[config.mk]
export PLATFORM = sky130hd
export DESIGN_NAME = irq_latch_ctrl
export DESIGN_NICKNAME = d
export VERILOG_FILES = /design/src/rtl/irq_latch_pkg.sv /design/src/rtl/irq_rst_sync.sv /design/src/rtl/irq_edge_detect.sv /design/src/rtl/irq_pend_bank.sv /design/src/rtl/irq_latch_ctrl.sv
export SDC_FILE = /design/constraint.sdc
export NUM_CORES = 1
export LEC_CHECK = 0
export BUFFER_PORTS_ARGS = -buffer_cell sky130_fd_sc_hd__buf_4
export CORE_MARGIN = 8
export CORE_UTILIZATION = 50
export CTS_BUF_LIST = sky130_fd_sc_hd__clkbuf_16
export CTS_CLUSTER_SIZE = 28
export DETAILED_ROUTE_END_ITERATION = 8
export PLACE_DENSITY = 0.84
export SETUP_SLACK_MARGIN = 0.4
export SYNTH_ARGS = -nofsm -noshare
export SYNTH_HDL_FRONTEND = slang
export SYNTH_SLANG_ARGS = --single-unit
[constraint.sdc]
create_clock -name clk -period 4.2 [get_ports clk]
set_clock_uncertainty 0.2 [all_clocks]
set_input_delay 0.42 -clock clk [delete_from_list [all_inputs] [get_ports clk]]
set_output_delay 0.42 -clock clk [all_outputs]
set_load 0.05 [all_outputs]
[src/rtl/irq_latch_pkg.sv]
package irq_latch_pkg;
  localparam int unsigned IRQ_SRC_N  = 11;
  localparam int unsigned IRQ_DATA_W = 32;
  localparam int unsigned IRQ_ADDR_W = 8;
  localparam int unsigned OFS_PEND   = 0;
  localparam int unsigned OFS_ENAB   = 4;

  typedef enum logic [1:0] {
    SEL_NONE = 2'd0,
    SEL_PEND = 2'd1,
    SEL_ENAB = 2'd2
  } reg_sel_e;
endpackage

[src/rtl/irq_rst_sync.sv]
module irq_rst_sync #(
  parameter int unsigned STAGES = 2
) (
  input  logic clk,
  input  logic rst_n,
  output logic rst_sync_n
);
  logic [STAGES-1:0] chain_q;
  logic [STAGES-1:0] chain_d;

  always_comb begin
    chain_d = {chain_q[STAGES-2:0], 1'b1};
  end

  always_ff @(posedge clk or negedge rst_n) begin
    if (!rst_n) chain_q <= '0;
    else        chain_q <= chain_d;
  end

  assign rst_sync_n = chain_q[STAGES-1];
endmodule

[src/rtl/irq_edge_detect.sv]
module irq_edge_detect #(
  parameter int unsigned SRC_N = 11
) (
  input  logic             clk,
  input  logic             rst_n,
  input  logic [SRC_N-1:0] line,
  output logic [SRC_N-1:0] rise
);
  for (genvar g = 0; g < SRC_N; g++) begin : g_src
    logic prev_q;
    logic prev_d;
    logic prev_en;

    always_comb begin
      prev_en = (line[g] != prev_q);
      prev_d  = line[g];
    end

    always_ff @(posedge clk or negedge rst_n) begin
      if (!rst_n)       prev_q <= 1'b0;
      else if (prev_en) prev_q <= prev_d;
    end

    assign rise[g] = line[g] & ~prev_q;

    // no rise is reported two cycles running on one source
    assert_no_double_rise_R3: assert property (@(posedge clk) disable iff (!rst_n)
      rise[g] |=> !rise[g]);
  end
endmodule

[src/rtl/irq_pend_bank.sv]
module irq_pend_bank #(
  parameter int unsigned SRC_N  = 11,
  parameter int unsigned DATA_W = 32
) (
  input  logic              clk,
  input  logic              rst_n,
  input  logic [SRC_N-1:0]  rise,
  input  logic              pend_we,
  input  logic              enab_we,
  input  logic [DATA_W-1:0] wdata,
  output logic [SRC_N-1:0]  pend,
  output logic [SRC_N-1:0]  enab,
  output logic              req
);
  logic [SRC_N-1:0] pend_q, pend_d;
  logic [SRC_N-1:0] enab_q, enab_d;
  logic             pend_en, enab_en;
  logic [SRC_N-1:0] wbits;

  always_comb begin
    wbits   = wdata[SRC_N-1:0];
    pend_d  = pend_q;
    if (pend_we) pend_d = pend_q & wbits;
    pend_d  = pend_d | rise;
    pend_en = pend_we | (|rise);
    enab_d  = wbits;
    enab_en = enab_we;
  end

  always_ff @(posedge clk or negedge rst_n) begin
    if (!rst_n) begin
      pend_q <= '0;
      enab_q <= '0;
    end else begin
      if (pend_en) pend_q <= pend_d;
      if (enab_en) enab_q <= enab_d;
    end
  end

  assign pend = pend_q;
  assign enab = enab_q;
  assign req  = |(pend_q & enab_q);

  // every reported rise is visible as pending after the edge
  assert_rise_sets_R2: assert property (@(posedge clk) disable iff (!rst_n)
    (|rise) |=> ((pend_q & $past(rise)) == $past(rise)));

  // a pending bit appears only where a rise was reported
  assert_set_needs_rise_R3: assert property (@(posedge clk) disable iff (!rst_n)
    1'b1 |=> ((pend_q & ~$past(pend_q) & ~$past(rise)) == '0));

  // without a rise, a clearing write leaves old AND data
  assert_ack_and_R4: assert property (@(posedge clk) disable iff (!rst_n)
    (pend_we && rise == '0) |=> (pend_q == ($past(pend_q) & $past(wdata[SRC_N-1:0]))));

  // enable bits move only on an enable write
  assert_enab_hold_R5: assert property (@(posedge clk) disable iff (!rst_n)
    !enab_we |=> $stable(enab_q));

  // an edge beats a simultaneous clearing write
  assert_edge_wins_R8: assert property (@(posedge clk) disable iff (!rst_n)
    (pend_we && (|rise)) |=> ((pend_q & $past(rise)) == $past(rise)));
endmodule

[src/rtl/irq_latch_ctrl.sv]
module irq_latch_ctrl
  import irq_latch_pkg::*;
#(
  parameter int unsigned SRC_N  = IRQ_SRC_N,
  parameter int unsigned DATA_W = IRQ_DATA_W,
  parameter int unsigned ADDR_W = IRQ_ADDR_W
) (
  input  logic              clk,
  input  logic              rst_n,
  input  logic [SRC_N-1:0]  irq_line,
  input  logic [ADDR_W-1:0] reg_addr,
  input  logic              reg_we,
  input  logic [DATA_W-1:0] reg_wdata,
  output logic [DATA_W-1:0] reg_rdata,
  output logic              cpu_irq
);
  localparam int unsigned PAD_W = DATA_W - SRC_N;
  localparam logic [ADDR_W-1:0] A_PEND = ADDR_W'(OFS_PEND);
  localparam logic [ADDR_W-1:0] A_ENAB = ADDR_W'(OFS_ENAB);

  logic             rst_s_n;
  logic [SRC_N-1:0] rise;
  logic [SRC_N-1:0] pend, enab;
  logic             req;
  reg_sel_e         sel;

  irq_rst_sync #(.STAGES(2)) u_rst (
    .clk       (clk),
    .rst_n     (rst_n),
    .rst_sync_n(rst_s_n)
  );

  irq_edge_detect #(.SRC_N(SRC_N)) u_edge (
    .clk  (clk),
    .rst_n(rst_s_n),
    .line (irq_line),
    .rise (rise)
  );

  always_comb begin
    if (reg_addr == A_PEND)      sel = SEL_PEND;
    else if (reg_addr == A_ENAB) sel = SEL_ENAB;
    else                         sel = SEL_NONE;
  end

  irq_pend_bank #(.SRC_N(SRC_N), .DATA_W(DATA_W)) u_bank (
    .clk    (clk),
    .rst_n  (rst_s_n),
    .rise   (rise),
    .pend_we(reg_we && sel == SEL_PEND),
    .enab_we(reg_we && sel == SEL_ENAB),
    .wdata  (reg_wdata),
    .pend   (pend),
    .enab   (enab),
    .req    (req)
  );

  always_comb begin
    unique case (sel)
      SEL_PEND: reg_rdata = {{PAD_W{1'b0}}, pend};
      SEL_ENAB: reg_rdata = {{PAD_W{1'b0}}, enab};
      default:  reg_rdata = '1;
    endcase
  end

  assign cpu_irq = req;

  // unmapped offsets read all ones
  assert_unmapped_ones_R7: assert property (@(posedge clk) disable iff (!rst_s_n)
    (reg_addr != A_PEND && reg_addr != A_ENAB) |-> (reg_rdata == '1));

  // mapped registers never show bits above the sources
  assert_upper_zero_R9: assert property (@(posedge clk) disable iff (!rst_s_n)
    (reg_addr == A_PEND || reg_addr == A_ENAB) |-> (reg_rdata[DATA_W-1:SRC_N] == '0));

  // clearing every enable drops the request on the next cycle
  assert_all_off_quiet_R6: assert property (@(posedge clk) disable iff (!rst_s_n)
    (reg_we && reg_addr == A_ENAB && reg_wdata[SRC_N-1:0] == '0) |=> !cpu_irq);
endmodule

=== Yosys cells after proc, flatten, opt, wreduce, memory -nomap -nowiden ===
Cells that the tools add are included.

* Word-level logic and storage cells: 63
* Input port bits: 54
* Flip-flop bits (word level): 35
* Output and inout bits: 33

* Bitwise gates (word level): 26
* Equal/unequal tests: 14
* Muxes and demuxes: 4
* Reductions and logical operators: 5

{| class="wikitable"
|+ Operators by type and width
! kind !! count
|-
| case mux 32 bit (2 select lines) || 1
|-
| bitwise AND 11 bit || 2
|-
| OR reduction 11 bit || 2
|-
| bitwise AND 1 bit || 11
|-
| 2-to-1 mux 11 bit || 1
|-
| inequality test 1 bit || 11
|-
| NOT 1 bit || 11
|-
| bitwise OR 11 bit || 1
|-
| == test 8 x 3 -> 1 bit (second input constant) || 1
|-
| zero test 8 bit || 1
|-
| 2-to-1 mux 2 bit || 2
|-
| == test 2 x 1 -> 1 bit (second input constant) || 1
|-
| == test 2 bit (second input constant) || 1
|-
| logical AND 1 bit || 2
|-
| bitwise OR 1 bit || 1
|}

=== Longest topological paths before layout ===
* Word-level depth: 7
* Depth in mapped cells: 5

=== By module ===
A second synthesis with hierarchy kept.

* Cells, all modules: 161
* Area total of the unflattened synthesis: 1998.2 µm²

{| class="wikitable"
|+ By module, submodules not included
! module !! times used !! cells each !! area each (µm²) !! sequential area each (µm²)
|-
| irq_pend_bank || 1 || 64 || 932.1 || 550.5
|-
| irq_edge_detect || 1 || 44 || 619.3 || 275.3
|-
| irq_latch_ctrl || 1 || 50 || 392.9 || 0.0
|-
| irq_rst_sync || 1 || 3 || 53.8 || 50.0
|}

=== Worst setup path before layout ===
OpenSTA, ideal clock, no wires.

* Kind: input port to output port
* From: input port reg_addr[5]
* To: output port reg_rdata[12]
* Setup slack: 2.036 ns
* Path buffers: 2
* Stages on the path: 5
* Data arrival time: 1.544 ns
* Cell sequence: nor4_4 and2_1 buf_2 inv_2 buf_4

* Word-level cells in the longest chain between the ends: 5
* Elaborated cells on any way between the ends: 7
* Those cells by class: 3 x eq/ne; 3 x mux; 1 x reduce/logical

{| class="wikitable"
|+ RTL lines
! item !! RTL line !! text
|-
| start, declared || irq_latch_ctrl.sv:11 || <nowiki>input logic [ADDR_W-1:0] reg_addr,</nowiki>
|-
| == test 8 x 3 -> 1 bit || irq_latch_ctrl.sv:42 || <nowiki>else if (reg_addr == A_ENAB) sel = SEL_ENAB;</nowiki>
|-
| 2-to-1 mux 2 bit || irq_latch_ctrl.sv:42 ||
|-
| 2-to-1 mux 2 bit (*) || irq_latch_ctrl.sv:41 || <nowiki>if (reg_addr == A_PEND) sel = SEL_PEND;</nowiki>
|-
| == test 2 bit or == test 2 x 1 -> 1 bit (tied branches) || irq_latch_ctrl.sv:59 || <nowiki>unique case (sel)</nowiki>
|-
| case mux 32 bit (2 select lines) (*) || irq_latch_ctrl.sv:59 ||
|-
| end, declared || irq_latch_ctrl.sv:14 || <nowiki>output logic [DATA_W-1:0] reg_rdata,</nowiki>
|}

Every way passes the cells marked *; elsewhere a longest branch is shown, timed or not.

=== Worst setup path in the final report ===
* From: input port reg_addr[7]
* To: output port reg_rdata[15]

Same word-level chain as after synthesis.

==> impl_metrics.env <==
export IMPL_synthMuxAreaShare_pct=20.61
export IMPL_gp_congestion=0.7326
export IMPL_synth_area_um2=1918
export IMPL_cp_end_kind="output port"
export IMPL_fin_cells=271
export IMPL_dieArea_um2=6074
export IMPL_clkSinkCount=35
export IMPL_firstDrtPassIters=4
export IMPL_start_kind="primary input"
export IMPL_synth_nets=236
export IMPL_arrival_ns=1.92
export IMPL_cts_resized=0
export IMPL_yosysMostFrequentCell="dfrtp_1"
export IMPL_slew_headroom_pct=63.19
export IMPL_fmax_mhz=394.3
export IMPL_grt_start_max_net_pins=27
export IMPL_holdBufCountCts=2
export IMPL_p_leak_uw=0.001232
export IMPL_grt_pass1_vias=1567
export IMPL_coreArea_um2=3689
export IMPL_io_pins=87
export IMPL_async_flop_share_pct=100.0
export IMPL_finalCriticalPeriod_ns=2.536
export IMPL_timing_rr_end="u_edge.g_src[2].prev_q"
export IMPL_holdCritPathClass="reg2async"
export IMPL_crit_type="in2out"
export IMPL_synth_top_area_share_pct=45.66
export IMPL_hold_violations=0
export IMPL_placed_area_um2=2297
export IMPL_crit_path_end="reg_rdata[15]"
export IMPL_ant_nets=0
export IMPL_fp_dieH_um=77.94
export IMPL_synthAdderAreaFrac_pct=7.175
export IMPL_drtIter0Drc=46
export IMPL_synthCells=171
export IMPL_slew_violations=0
export IMPL_dp_cells=261
export IMPL_antenna_found_initial=0
export IMPL_avgViaCountPerCell=4.989
export IMPL_cts_buffers=5
export IMPL_diodes=0
export IMPL_r2r_slack_ns=2.89
export IMPL_synth_simple_area_share_pct=9.589
export IMPL_synth_common_cells="dfrtp_1 (35), nor2_1 (22), buf_4 (20)"
export IMPL_worst_pin_slew_ns=0.5508
export IMPL_grt_overflow_total=0
export IMPL_synth_edf_count=0
export IMPL_seq_area_frac_synth_pct=45.66
export IMPL_synth_top_family_by_area="multiplexers"
export IMPL_grt_pass1_wl_um=7127
export IMPL_clk_pin_slew_ns=0.05
export IMPL_drive_gt1_share_pct=42.60
export IMPL_status="completed"
export IMPL_drv_cap=0
export IMPL_synth_xor_area_share_pct=0
export IMPL_yosys_area_top_type="dfrtp_1"
export IMPL_layout_nets=287
export IMPL_drcViolationCount=0
export IMPL_cts_tree="yes"
export IMPL_htreeDepth=2
export IMPL_syn2layout_area_growth_pct=27.92
export IMPL_fin_crit_sh_pct=60.38
export IMPL_syn_area_per_cell_um2=11.22
export IMPL_io_buffers=65
export IMPL_cts_root_buf="clkbuf_16"
export IMPL_clk_latency_ns=0.27
export IMPL_post_drt_wl_per_cell_um=15.25
export IMPL_setup_viol=0
export IMPL_grt_usage_pct=14.36
export IMPL_ys_warn_count=0
export IMPL_initial_core_util_pct=52.00
export IMPL_tns_ns=0
export IMPL_die_x_um=77.94
export IMPL_post_cts_buffers=0
export IMPL_ys_ff_latch=35
export IMPL_rsz0062_at_grt="false"
export IMPL_cts_path_max_buffers=2
export IMPL_ir_worst_vdd_mv=0.3577
export IMPL_crit_fanout=21
export IMPL_synth_distinct_cells=24
export IMPL_dp_hpwl_um=3118
export IMPL_reg2regPathDepth=3
export IMPL_routed_wl_um=4133
export IMPL_fin_area_um2=2454
export IMPL_ys_flop_type="dfrtp_1"
export IMPL_ys_top_cells_by_area="dfrtp_1 (46%), buf_4 (7.8%), mux2_4 (7.8%)"
export IMPL_crit_start="reg_addr[7]"
export IMPL_power_density_nw_per_um2=418.2
export IMPL_required_ns=3.58
export IMPL_total_power_uw=1026
export IMPL_num_vias=1352
export IMPL_synth_compound_area_share_pct=5.219
export IMPL_rows=22
export IMPL_rr_startpoint="u_edge.g_src[2].prev_q"
[metrics by stage]
step                utilization, %  hold slack, ns  setup slack (ns)
floorplan                        -        -0.07559             2.036
global placement             62.28        -0.07413             1.761
detailed placement           62.28        -0.05850             1.667
CTS                          66.52          0.1081             1.667
global route                 66.52          0.1486             1.538
finish                       66.52         0.09184             1.664
[critical path: stages]
cell    delay [ns]
buf_4         0.11
nor3_1        0.36
and2_1        0.52
inv_2         0.25
buf_4         0.26
[flip-flops by register name (all words and copies together) (netlist names)]
signal / flops
u_bank.enab: 11
u_bank.pend: 11
u_edge.g_src.prev_q: 11
u_rst.chain_q: 2
[worst min path at each step]
stage / start / endpoint / slack [ns] / cells past startpoint
after floorplan: rst_n / u_rst.chain_q[0] / -0.08 / 0
after global placement: u_rst.chain_q[1] / u_edge.g_src[3].prev_q / -0.07 / 0
after detailed placement: u_rst.chain_q[1] / u_edge.g_src[3].prev_q / -0.06 / 0
after CTS: u_rst.chain_q[1] / u_bank.pend[3] / 0.11 / 1
after global routing: u_rst.chain_q[1] / u_bank.pend[10] / 0.15 / 1
final: u_rst.chain_q[1] / u_bank.pend[3] / 0.09 / 1
[kinds of logic (layout without fill, tap and decap cells)]
family	Yosys count	after routing
flip-flops	35	35
buffers and inverters	36	88
multiplexers	33	33
adder cells (fa/ha/maj)	11	11
AND/OR/NAND/NOR	39	39
other	1	1
AO/OA/AOI/OAI	16	16
[layout make-up]
cell class	count	area, µm²
well taps	48	60.06
clock buffers	5	125.1
fillers	316	1235
clock inverters	3	11.26
flip-flops and latches	35	875.8
inverters	12	45.04
multi-input cells	100	820.8
repair buffers	68	515.5
[power breakdown]
group | internal, µW | leakage (µW) | total [µW] | switching, µW
logic | 145 | 0.000762 | 258 | 113
registers | 399 | 0.000400 | 429 | 30.0
clock network | 213 | 0.0000701 | 339 | 126
[per-layer routing]
metal	global-route usage (%)	wire [µm]	vias up
met1	14.10	1636	646
met2	26.32	2095	44
li1	-	-	660
met4	3.519	8	0
met5	0	0	-
met3	7.028	392	2
[layout by cell type (no fill, tap or decap), types with 2 or more instances in the layout]
master         instances
mux2i_1               11
buf_4                 66
mux2_4                10
mux2_2                11
a22o_1                 2
clkbuf_16              5
dfrtp_1               35
inv_1                 12
ha_1                  11
nand2_1               11
a221oi_1               2
clkinv_1               2
nor2_1                22
a21oi_1               11
dlygate4sd3_1          2
Note: power is estimated with default switching activity, not from simulation.
